### src/rtl/cmdreg_pkg.sv
package cmdreg_pkg;

    // Positions of the command bits in the low byte lane.
    localparam int unsigned BIT_RUN = 0;
    localparam int unsigned BIT_IEN = 1;
    localparam int unsigned BIT_TXS = 2;
    localparam int unsigned BIT_RXS = 3;

    // Run-control tracking states.
    typedef enum logic [1:0] {
        ST_LOAD = 2'd0,
        ST_STOP = 2'd1,
        ST_RUN  = 2'd2
    } run_state_e;

endpackage

### src/rtl/cmdreg_lane.sv
// One byte lane of the value-and-mask merge.
module cmdreg_lane #(
    parameter int unsigned LANE_W = 8
) (
    input  logic [LANE_W-1:0] cur,
    input  logic              wr_en,
    input  logic [LANE_W-1:0] wr_byte,
    output logic [LANE_W-1:0] nxt
);
    localparam int unsigned VB = LANE_W - 1;

    logic val;
    assign val = wr_byte[VB];

    always_comb begin
        for (int i = 0; i < VB; i++) begin
            nxt[i] = (wr_en && wr_byte[i]) ? val : cur[i];
        end
        // The value position is never stored.
        nxt[VB] = 1'b0;
    end
endmodule

### src/rtl/cmdreg_fsm.sv
// Run-control state machine.
module cmdreg_fsm
    import cmdreg_pkg::*;
(
    input  logic clk,
    input  logic rst_n,
    input  logic load_busy,
    input  logic load_err,
    input  logic run_req,
    output logic run,
    output logic fall_now,
    output logic run_drop
);
    run_state_e state_q, state_d;

    always_comb begin
        state_d = state_q;
        unique case (state_q)
            ST_LOAD: begin
                if (load_busy)     state_d = ST_LOAD;
                else if (load_err) state_d = ST_STOP;
                else if (run_req)  state_d = ST_RUN;
                else               state_d = ST_STOP;
            end
            ST_STOP: begin
                if (load_busy)     state_d = ST_LOAD;
                else if (load_err) state_d = ST_STOP;
                else if (run_req)  state_d = ST_RUN;
                else               state_d = ST_STOP;
            end
            ST_RUN: begin
                if (load_busy)     state_d = ST_LOAD;
                else if (load_err) state_d = ST_STOP;
                else if (!run_req) state_d = ST_STOP;
                else               state_d = ST_RUN;
            end
            default: state_d = ST_STOP;
        endcase
    end

    always_ff @(posedge clk or negedge rst_n) begin
        if (!rst_n) state_q <= ST_STOP;
        else        state_q <= state_d;
    end

    always_comb begin
        run      = (state_q == ST_RUN);
        fall_now = (state_q == ST_RUN) && (state_d != ST_RUN);
    end

    always_ff @(posedge clk or negedge rst_n) begin
        if (!rst_n) run_drop <= 1'b0;
        else        run_drop <= fall_now;
    end
endmodule

### src/rtl/cmdreg_irq.sv
// Registered, gated, active-low interrupt output.
module cmdreg_irq #(
    parameter int unsigned FLAG_W = 8
) (
    input  logic              clk,
    input  logic              rst_n,
    input  logic              ien,
    input  logic [FLAG_W-1:0] flags,
    output logic              int_n
);
    always_ff @(posedge clk or negedge rst_n) begin
        if (!rst_n) int_n <= 1'b1;
        else        int_n <= ~(ien & (|flags));
    end
endmodule

### src/rtl/cmdreg_ctl.sv
module cmdreg_ctl
    import cmdreg_pkg::*;
#(
    parameter int unsigned LANES  = 4,
    parameter int unsigned LANE_W = 8,
    parameter int unsigned FLAG_W = 8
) (
    input  logic                      clk,
    input  logic                      rst_n,
    input  logic                      cfg_load_busy,
    input  logic                      cfg_load_err,
    input  logic                      wr_en,
    input  logic [LANES*LANE_W-1:0]   wr_data,
    output logic [LANES*LANE_W-1:0]   rd_data,
    input  logic [FLAG_W-1:0]         pend_flags,
    output logic                      ctl_run,
    output logic                      ctl_tx_susp,
    output logic                      ctl_rx_susp,
    output logic                      run_drop,
    output logic                      int_n
);
    localparam int unsigned DATA_W = LANES * LANE_W;

    logic [DATA_W-1:0] reg_q;
    logic [DATA_W-1:0] merged;
    logic [DATA_W-1:0] reg_d;
    logic              clr_all;
    logic              fall_now;
    logic              wr_ok;

    assign clr_all = cfg_load_busy | cfg_load_err;
    assign wr_ok   = wr_en & ~clr_all;

    for (genvar g = 0; g < LANES; g++) begin : g_lane
        cmdreg_lane #(.LANE_W(LANE_W)) u_lane (
            .cur     (reg_q[g*LANE_W +: LANE_W]),
            .wr_en   (wr_ok),
            .wr_byte (wr_data[g*LANE_W +: LANE_W]),
            .nxt     (merged[g*LANE_W +: LANE_W])
        );
    end

    cmdreg_fsm u_fsm (
        .clk       (clk),
        .rst_n     (rst_n),
        .load_busy (cfg_load_busy),
        .load_err  (cfg_load_err),
        .run_req   (merged[BIT_RUN]),
        .run       (ctl_run),
        .fall_now  (fall_now),
        .run_drop  (run_drop)
    );

    always_comb begin
        if (clr_all) begin
            reg_d = '0;
        end else begin
            reg_d = merged;
            if (fall_now) begin
                reg_d[BIT_TXS] = 1'b0;
                reg_d[BIT_RXS] = 1'b0;
            end
        end
    end

    always_ff @(posedge clk or negedge rst_n) begin
        if (!rst_n) reg_q <= '0;
        else        reg_q <= reg_d;
    end

    cmdreg_irq #(.FLAG_W(FLAG_W)) u_irq (
        .clk   (clk),
        .rst_n (rst_n),
        .ien   (reg_q[BIT_IEN]),
        .flags (pend_flags),
        .int_n (int_n)
    );

    assign rd_data     = reg_q;
    assign ctl_tx_susp = reg_q[BIT_TXS];
    assign ctl_rx_susp = reg_q[BIT_RXS];
endmodule

### config.mk
export PLATFORM = sky130hd
export DESIGN_NAME = cmdreg_ctl
export DESIGN_NICKNAME = d
export VERILOG_FILES = /design/src/rtl/cmdreg_pkg.sv /design/src/rtl/cmdreg_lane.sv /design/src/rtl/cmdreg_fsm.sv /design/src/rtl/cmdreg_irq.sv /design/src/rtl/cmdreg_ctl.sv
export SDC_FILE = /design/constraint.sdc
export NUM_CORES = 1
export LEC_CHECK = 0
export ABC_AREA = 1
export BUFFER_PORTS_ARGS = -buffer_cell sky130_fd_sc_hd__buf_2
export CAP_MARGIN = 20
export CORE_MARGIN = 3
export CORE_UTILIZATION = 35
export DETAILED_ROUTE_END_ITERATION = 10
export GPL_TIMING_DRIVEN = 0
export HOLD_SLACK_MARGIN = 0.05
export PLACE_DENSITY_LB_ADDON = 0.15
export SETUP_SLACK_MARGIN = 0.15
export SLEW_MARGIN = 15
export SYNTH_ARGS = -nofsm -noshare
export SYNTH_HDL_FRONTEND = slang
export SYNTH_HIERARCHICAL = 1
export SYNTH_SLANG_ARGS = --single-unit
### constraint.sdc
create_clock -name clk -period 1.5 [get_ports clk]
set_clock_uncertainty 0.1 [all_clocks]
set_input_delay 0.075 -clock clk [delete_from_list [all_inputs] [get_ports clk]]
set_output_delay 0.075 -clock clk [all_outputs]
set_load 0.005 [all_outputs]
# --- Word level (Yosys, flattened, before mapping) ---
# Index checks and enable logic that the tools add are counted.
word_totals:
  in_bits: 45
  elab_cells: 132
  reg_bits: 36
  out_inout_bits: 37
op_classes:
  n_bitwise: 5
  eq_ne: 3
  muxes: 34
  reduce_logical: 59
op_table:
  columns: ["cell", "n"]
  rows:
  - ["2-bit nonzero test", 25]
  - ["31-bit two-way mux", 1]
  - ["1-bit logical AND", 29]
  - ["1-bit two-way mux", 28]
  - ["2-bit two-way mux", 5]
  - ["8-bit OR reduction", 1]
  - ["3-bit nonzero test", 2]
  - ["3-bit OR reduction", 1]
  - ["1-bit AND", 2]
  - ["2-bit by 1-bit equality test with 1-bit output, second input constant", 1]
  - ["2-bit equality test, second input constant", 1]
  - ["2-bit zero test", 1]
  - ["2-bit != test, second input constant", 1]
  - ["1-bit inverter", 2]
  - ["1-bit bitwise OR", 1]

# --- Depth between registers and ports, before layout ---
depth:
  word_depth: 13
  ltp_mapped: 13
  ltp_nobuf: 12

# --- Hierarchy ---
# Netlist, hierarchy kept.
modules_own_cells:
  columns: ["module", "seq_area_each_um2", "n_inst", "area_per_inst_um2", "cells_each"]
  rows:
  - ["cmdreg_ctl", 800.8, 1, 1194.9, 107]
  - ["cmdreg_lane", 0.0, 4, 136.4, 31]
  - ["cmdreg_fsm", 76.3, 1, 138.9, 15]
  - ["cmdreg_irq", 26.3, 1, 53.8, 8]

# --- Worst setup path after synthesis ---
# No wires, ideal clock.
synth_timing:
  path_kind: "input-to-reg"
  startpoint: "input cfg_load_busy"
  endpoint: "register reg_q[2], in the netlist rd_data[2]"
  path_buffers: 1
  arrival_ps: 1677
  cell_stages: 13
  setup_ps: 116
  required_time_ps: 1284
  setup_slack_ps: -392
  path_cell_list: "inv_2 nand2_4 nor2_1 buf_6 nand2_1 nand2_1 nand2_1 nand3_2 nand3_1 inv_1 inv_1 nand2_1 nor2_2"
synth_between:
  elab_chain_cells: 13
  elab_cells_between_ends: 15
  classes_between: "eq/ne: 1; mux: 7; bitwise: 3; reduce/logical: 4"
synth_rtl:
  columns: ["element", "line_no", "source"]
  rows:
  - ["start: declaration", "cmdreg_ctl.sv:10", "input logic cfg_load_busy,"]
  - ["1-bit bitwise OR", "cmdreg_ctl.sv:31", "assign clr_all = cfg_load_busy | cfg_load_err;"]
  - ["1-bit inverter", "cmdreg_ctl.sv:32", "assign wr_ok = wr_en & ~clr_all;"]
  - ["1-bit AND", "cmdreg_ctl.sv:32", null]
  - ["via wr_ok", "cmdreg_ctl.sv:29", "logic wr_ok;"]
  - ["1-bit logical AND", "cmdreg_lane.sv:17", "nxt[i] = (wr_en && wr_byte[i]) ? val : cur[i];"]
  - ["1-bit two-way mux", "cmdreg_lane.sv:17", null]
  - ["via merged[0]", "cmdreg_ctl.sv:25", "logic [DATA_W-1:0] merged;"]
  - ["2-bit two-way mux", "cmdreg_fsm.sv:22, cmdreg_fsm.sv:28, cmdreg_fsm.sv:34", null]
  - ["2-bit two-way mux", "cmdreg_fsm.sv:27", "else if (load_err) state_d = ST_STOP;"]
  - ["2-bit two-way mux", "cmdreg_fsm.sv:26", "if (load_busy) state_d = ST_LOAD;"]
  - ["2-bit two-way mux", null, null]
  - ["2-bit != test", "cmdreg_fsm.sv:48", "fall_now = (state_q == ST_RUN) && (state_d != ST_RUN);"]
  - ["1-bit logical AND", "cmdreg_fsm.sv:48", null]
  - ["via fall_now", "cmdreg_ctl.sv:28", "logic fall_now;"]
  - ["2-bit two-way mux", "cmdreg_ctl.sv:59", "if (fall_now) begin"]
  - ["31-bit two-way mux", "cmdreg_ctl.sv:55", "if (clr_all) begin"]
  - ["via reg_d[2]", "cmdreg_ctl.sv:26", "logic [DATA_W-1:0] reg_d;"]
  - ["end signal: assignment", "cmdreg_ctl.sv:68", "else reg_q <= reg_d;"]
  - ["end: declaration", "cmdreg_ctl.sv:24", "logic [DATA_W-1:0] reg_q;"]
# The timed path passes the listed nets, and every way through them passes these cells.
# A chain may end at the register's enable or synchronous reset.

# --- Final worst setup path ---
layout_timing:
  startpoint: "register u_fsm.state_q[0]"
  endpoint: "output ctl_run"
layout_between:
  elab_chain_cells: 1
layout_rtl:
  columns: ["element", "line_no", "source"]
  rows:
  - ["start: declaration", "cmdreg_fsm.sv:14", "run_state_e state_q, state_d;"]
  - ["start signal: assignment", "cmdreg_fsm.sv:43", "else state_q <= state_d;"]
  - ["2-bit equality test", "cmdreg_fsm.sv:47", "run = (state_q == ST_RUN);"]
  - ["end: declaration", "cmdreg_ctl.sv:16", "output logic ctl_run,"]
# No other way between the ends.

==> results.rst <==
.. list-table::
   :header-rows: 1

   * - Metric
     - Value
   * - TritonCTS clock tree
     - yes
   * - Proportion of total power due to net switching
     - 24.3%
   * - Sequential cell area fraction in the yosys report
     - 46.7%
   * - Endpoint of the lowest-slack register-to-register path
     - rd_data[2]
   * - Register Area
     - 903 um2
   * - Final number of hold-violating endpoints
     - 0
   * - Global placement routability congestion
     - 0.760
   * - Leading cell type by number of instances after synthesis
     - nand2_1
   * - HP Start
     - wr_data[15]
   * - Initial Util
     - 36.9%
   * - Worst-path fanout max
     - 3
   * - Proportion of netlist area held by the largest area contributor
     - 44.0%
   * - Antenna fix cells
     - 0
   * - Placed Instance Area
     - 0.00247 mm2
   * - Dominant cell type by area after synthesis
     - dfrtp_1
   * - Hold crit path type
     - input port to register
   * - Max H-tree Level
     - 2
   * - Arrival time of the worst setup path
     - 1.00 ns
   * - Internal power of the cells
     - 1530 uW
   * - Vias per inst
     - 4.16
   * - Worst-path clk slew
     - 0.07 ns
   * - Final worst-path cycle share
     - 78.4%
   * - First-pass GRT wire length
     - 8250 um
   * - Die ar.
     - 0.00645 mm2
   * - Clock buffer count from CTS
     - 5
   * - Cell Rows
     - 26
   * - Share of the core filled with cells
     - 56.4%
   * - Via count of the first global-routing pass
     - 1839
   * - Maximum root-to-sink buffer count
     - 2
   * - FF-to-FF Start
     - rd_data[0]
   * - Die Span X
     - 80.3 um
   * - # DRC
     - 0
   * - RSZ-0062 raised after global routing
     - no
   * - Insertion delay to the later sink of the worst-skew pair
     - 0.28 ns
   * - Setup slack of the worst register-to-register path
     - 0.38 ns
   * - Cells along the critical path
     - nor2_1 > buf_2
   * - WL per Instance
     - 10.9 um
   * - Post-route total power
     - 2020 uW
   * - Static Leak
     - 0.00154 uW
   * - Worst hold path stage count
     - 5
   * - Worst EP required
     - 1.32 ns
   * - Post-synthesis cell count
     - 254
   * - TritonRoute pass-1 iters
     - 4
   * - Flip-flop and latch count after synthesis
     - 36
   * - Total half-perimeter wirelength after legalization and detailed placement
     - 3100 um
   * - Most instantiated cells after synthesis
     - 90 x nand2_1, 36 x inv_1, 34 x dfrtp_1, 30 x nor2_2, 29 x nand3_1
   * - Post-route minimum period
     - 1.18 ns
   * - Number of warnings printed during yosys synthesis
     - 6
   * - Largest stage delay on the critical path
     - 0.56 ns
   * - Resized Gates After CTS
     - 0
   * - Final net count
     - 427
   * - Total power density per cell area
     - 683 mW/mm2
   * - Count of filler cells inserted in the layout
     - 499
   * - Count of distinct cell types in the synthesized netlist
     - 16
   * - Largest net degree at the start of global routing
     - 37
   * - Setup-violating endpoint count in the final report
     - 0
   * - Number of antenna violations at the first check in global routing
     - 0
   * - Worst R2R Path Depth
     - 8
   * - Remaining global-route overflow
     - 0
   * - Sink count of the clock tree
     - 36
   * - Slowest stage cell on the critical path
     - dfstp_2
   * - Detailed Route WL
     - 4960 um
   * - DR iter-0 viols
     - 65
   * - Primary flip-flop cell chosen by synthesis mapping
     - dfrtp_1
   * - Run status
     - finished clean
   * - Portion of total power attributed to the clock network
     - 34.5%
   * - Sequential share of power
     - 49.1%
   * - Max-slew headroom at the worst pin
     - 44.9%
   * - Synthesis-to-layout area growth
     - 52.8%
   * - Fraction of final layout cells sized beyond drive strength 1
     - 37.3%
   * - Switching component of the power
     - 491 uW
   * - Synth top area cells
     - dfrtp_1 44%, nand2_1 17%, nor2_2 9.7%, nand3_1 7.5%, inv_1 7.0%
   * - Endpoint class of the critical path
     - primary output
   * - Sink of the worst hold path
     - rd_data[12]
   * - Count of pins over their slew limit
     - 0
   * - Total number of vias
     - 1884
   * - Antenna viol nets, final
     - 0
   * - Launching element type of the critical path
     - register
   * - Final design instance area without fill
     - 0.00295 mm2
   * - Average instance area after synthesis
     - 7.61 um2
   * - Worst IR drop on VDD
     - 454 uV
   * - Syn Nets
     - 299
   * - Core Area
     - 0.00524 mm2
   * - Total routing usage reported by global routing
     - 16.5%
   * - Number of flops mapped to enable cells by yosys
     - 0
   * - Setup WS post-layout
     - 0.324 ns
   * - Power share of the combinational group
     - 16.4%
   * - Tightest Pin Transition
     - 0.827 ns
   * - IO Count
     - 82
   * - Area of the mapped netlist
     - 0.00193 mm2
   * - Post-place setup slack
     - -0.353 ns
   * - Buffer type at the clock tree root
     - clkbuf_8
   * - Input/output buffers
     - 81
   * - Floorplan die height
     - 80.3 um
   * - Maximum clock frequency
     - 0.851 GHz
   * - Worst setup path class
     - register to primary output
   * - Max capacitance violation total
     - 0
   * - Multi-input logic area
     - 785 um2
   * - Async SR Flop Fraction
     - 100%
-- cell type report --
cell class / instances / area share [%]
flip-flops and latches: 36 / 30.6
repair buffers: 120 / 26.9
multi-input cells: 167 / 26.6
inverters: 39 / 5.76
plain buffers: 13 / 4.19
clock buffers: 8 / 3.05
well taps: 70 / 2.97
-- power by group through the flow --
stage                     clock network, uW  logic, uW  registers (uW)
after floorplan                           0        119            1010
after global placement                    0        249            1010
after detailed placement                  0        250            1010
after CTS                               734        333             990
after global routing                    776        371             991
final                                   696        331             990
-- how the worst max path moves through the flow --
stage	from	end	slack, ns	depth (start not counted)
6_report	u_fsm/state_q[0]	ctl_run	0.32	2
5_1_grt	cfg_load_err	rd_data[2]	0.26	14
4_1_cts	u_fsm/state_q[0]	ctl_run	0.31	2
3_5_place_dp	cfg_load_err	rd_data[2]	-0.35	14
3_3_place_gp	cfg_load_err	rd_data[2]	-0.34	14
2_1_floorplan	cfg_load_err	rd_data[2]	0.12	13
-- placed cells by master (no fill, tap or decap), types with 2 or more instances in the layout --
cell type	n
dlygate4sd3_1	38
clkbuf_1	2
conb_1	4
nand3_1	29
nor2_2	31
buf_6	7
clkbuf_8	6
dfrtp_1	34
dfstp_2	2
nor2_1	7
inv_1	36
nand2_1	89
buf_2	81
buf_4	7
-- cell families after synthesis --
kind of cell	count (synthesis)	share of synthesized area, %
other	4	0.776
AND/OR/NAND/NOR	159	37.3
AO/OA/AOI/OAI	3	1.16
flip-flops	36	46.7
buffers and inverters	52	14.0
-- sequential cells by signal, indices dropped and copies added (netlist names) --
name / flops
u_irq/int_n: 1
rd_data: 32
u_fsm/state_q: 2
u_fsm/run_drop: 1
-- metal layers --
metal | up-vias | GRT usage [%] | wire length [um]
met5 | - | 0 | 0
met2 | 43 | 29.2 | 2470
met4 | 0 | 4.73 | 68
met1 | 835 | 20.0 | 2230
met3 | 8 | 3.48 | 192
li1 | 998 | - | -
-- through the flow --
step,hold WS [ns],cells,setup TNS [ns]
after global placement,0.128,405,-1.50
after CTS,0.0749,453,0
after global routing,0.103,453,0
final,0.0911,453,0
after detailed placement,0.128,405,-1.51
after floorplan,-0.321,254,0
-- what timing repair did --
action                                  4_1_cts  5_1_grt
hold buffers                                 38        0
setup buffers                                 1        0
endpoints found under the setup margin        3        0
endpoints found under the hold margin        63        0
-- worst max-delay path: cells and delay by family (launching register included) --
family	cells	cell delay [ns]
buffers and inverters	1	0.12
AND/OR/NAND/NOR	1	0.05
flip-flops	1	0.56
Note: power is estimated with default switching activity, not from simulation.
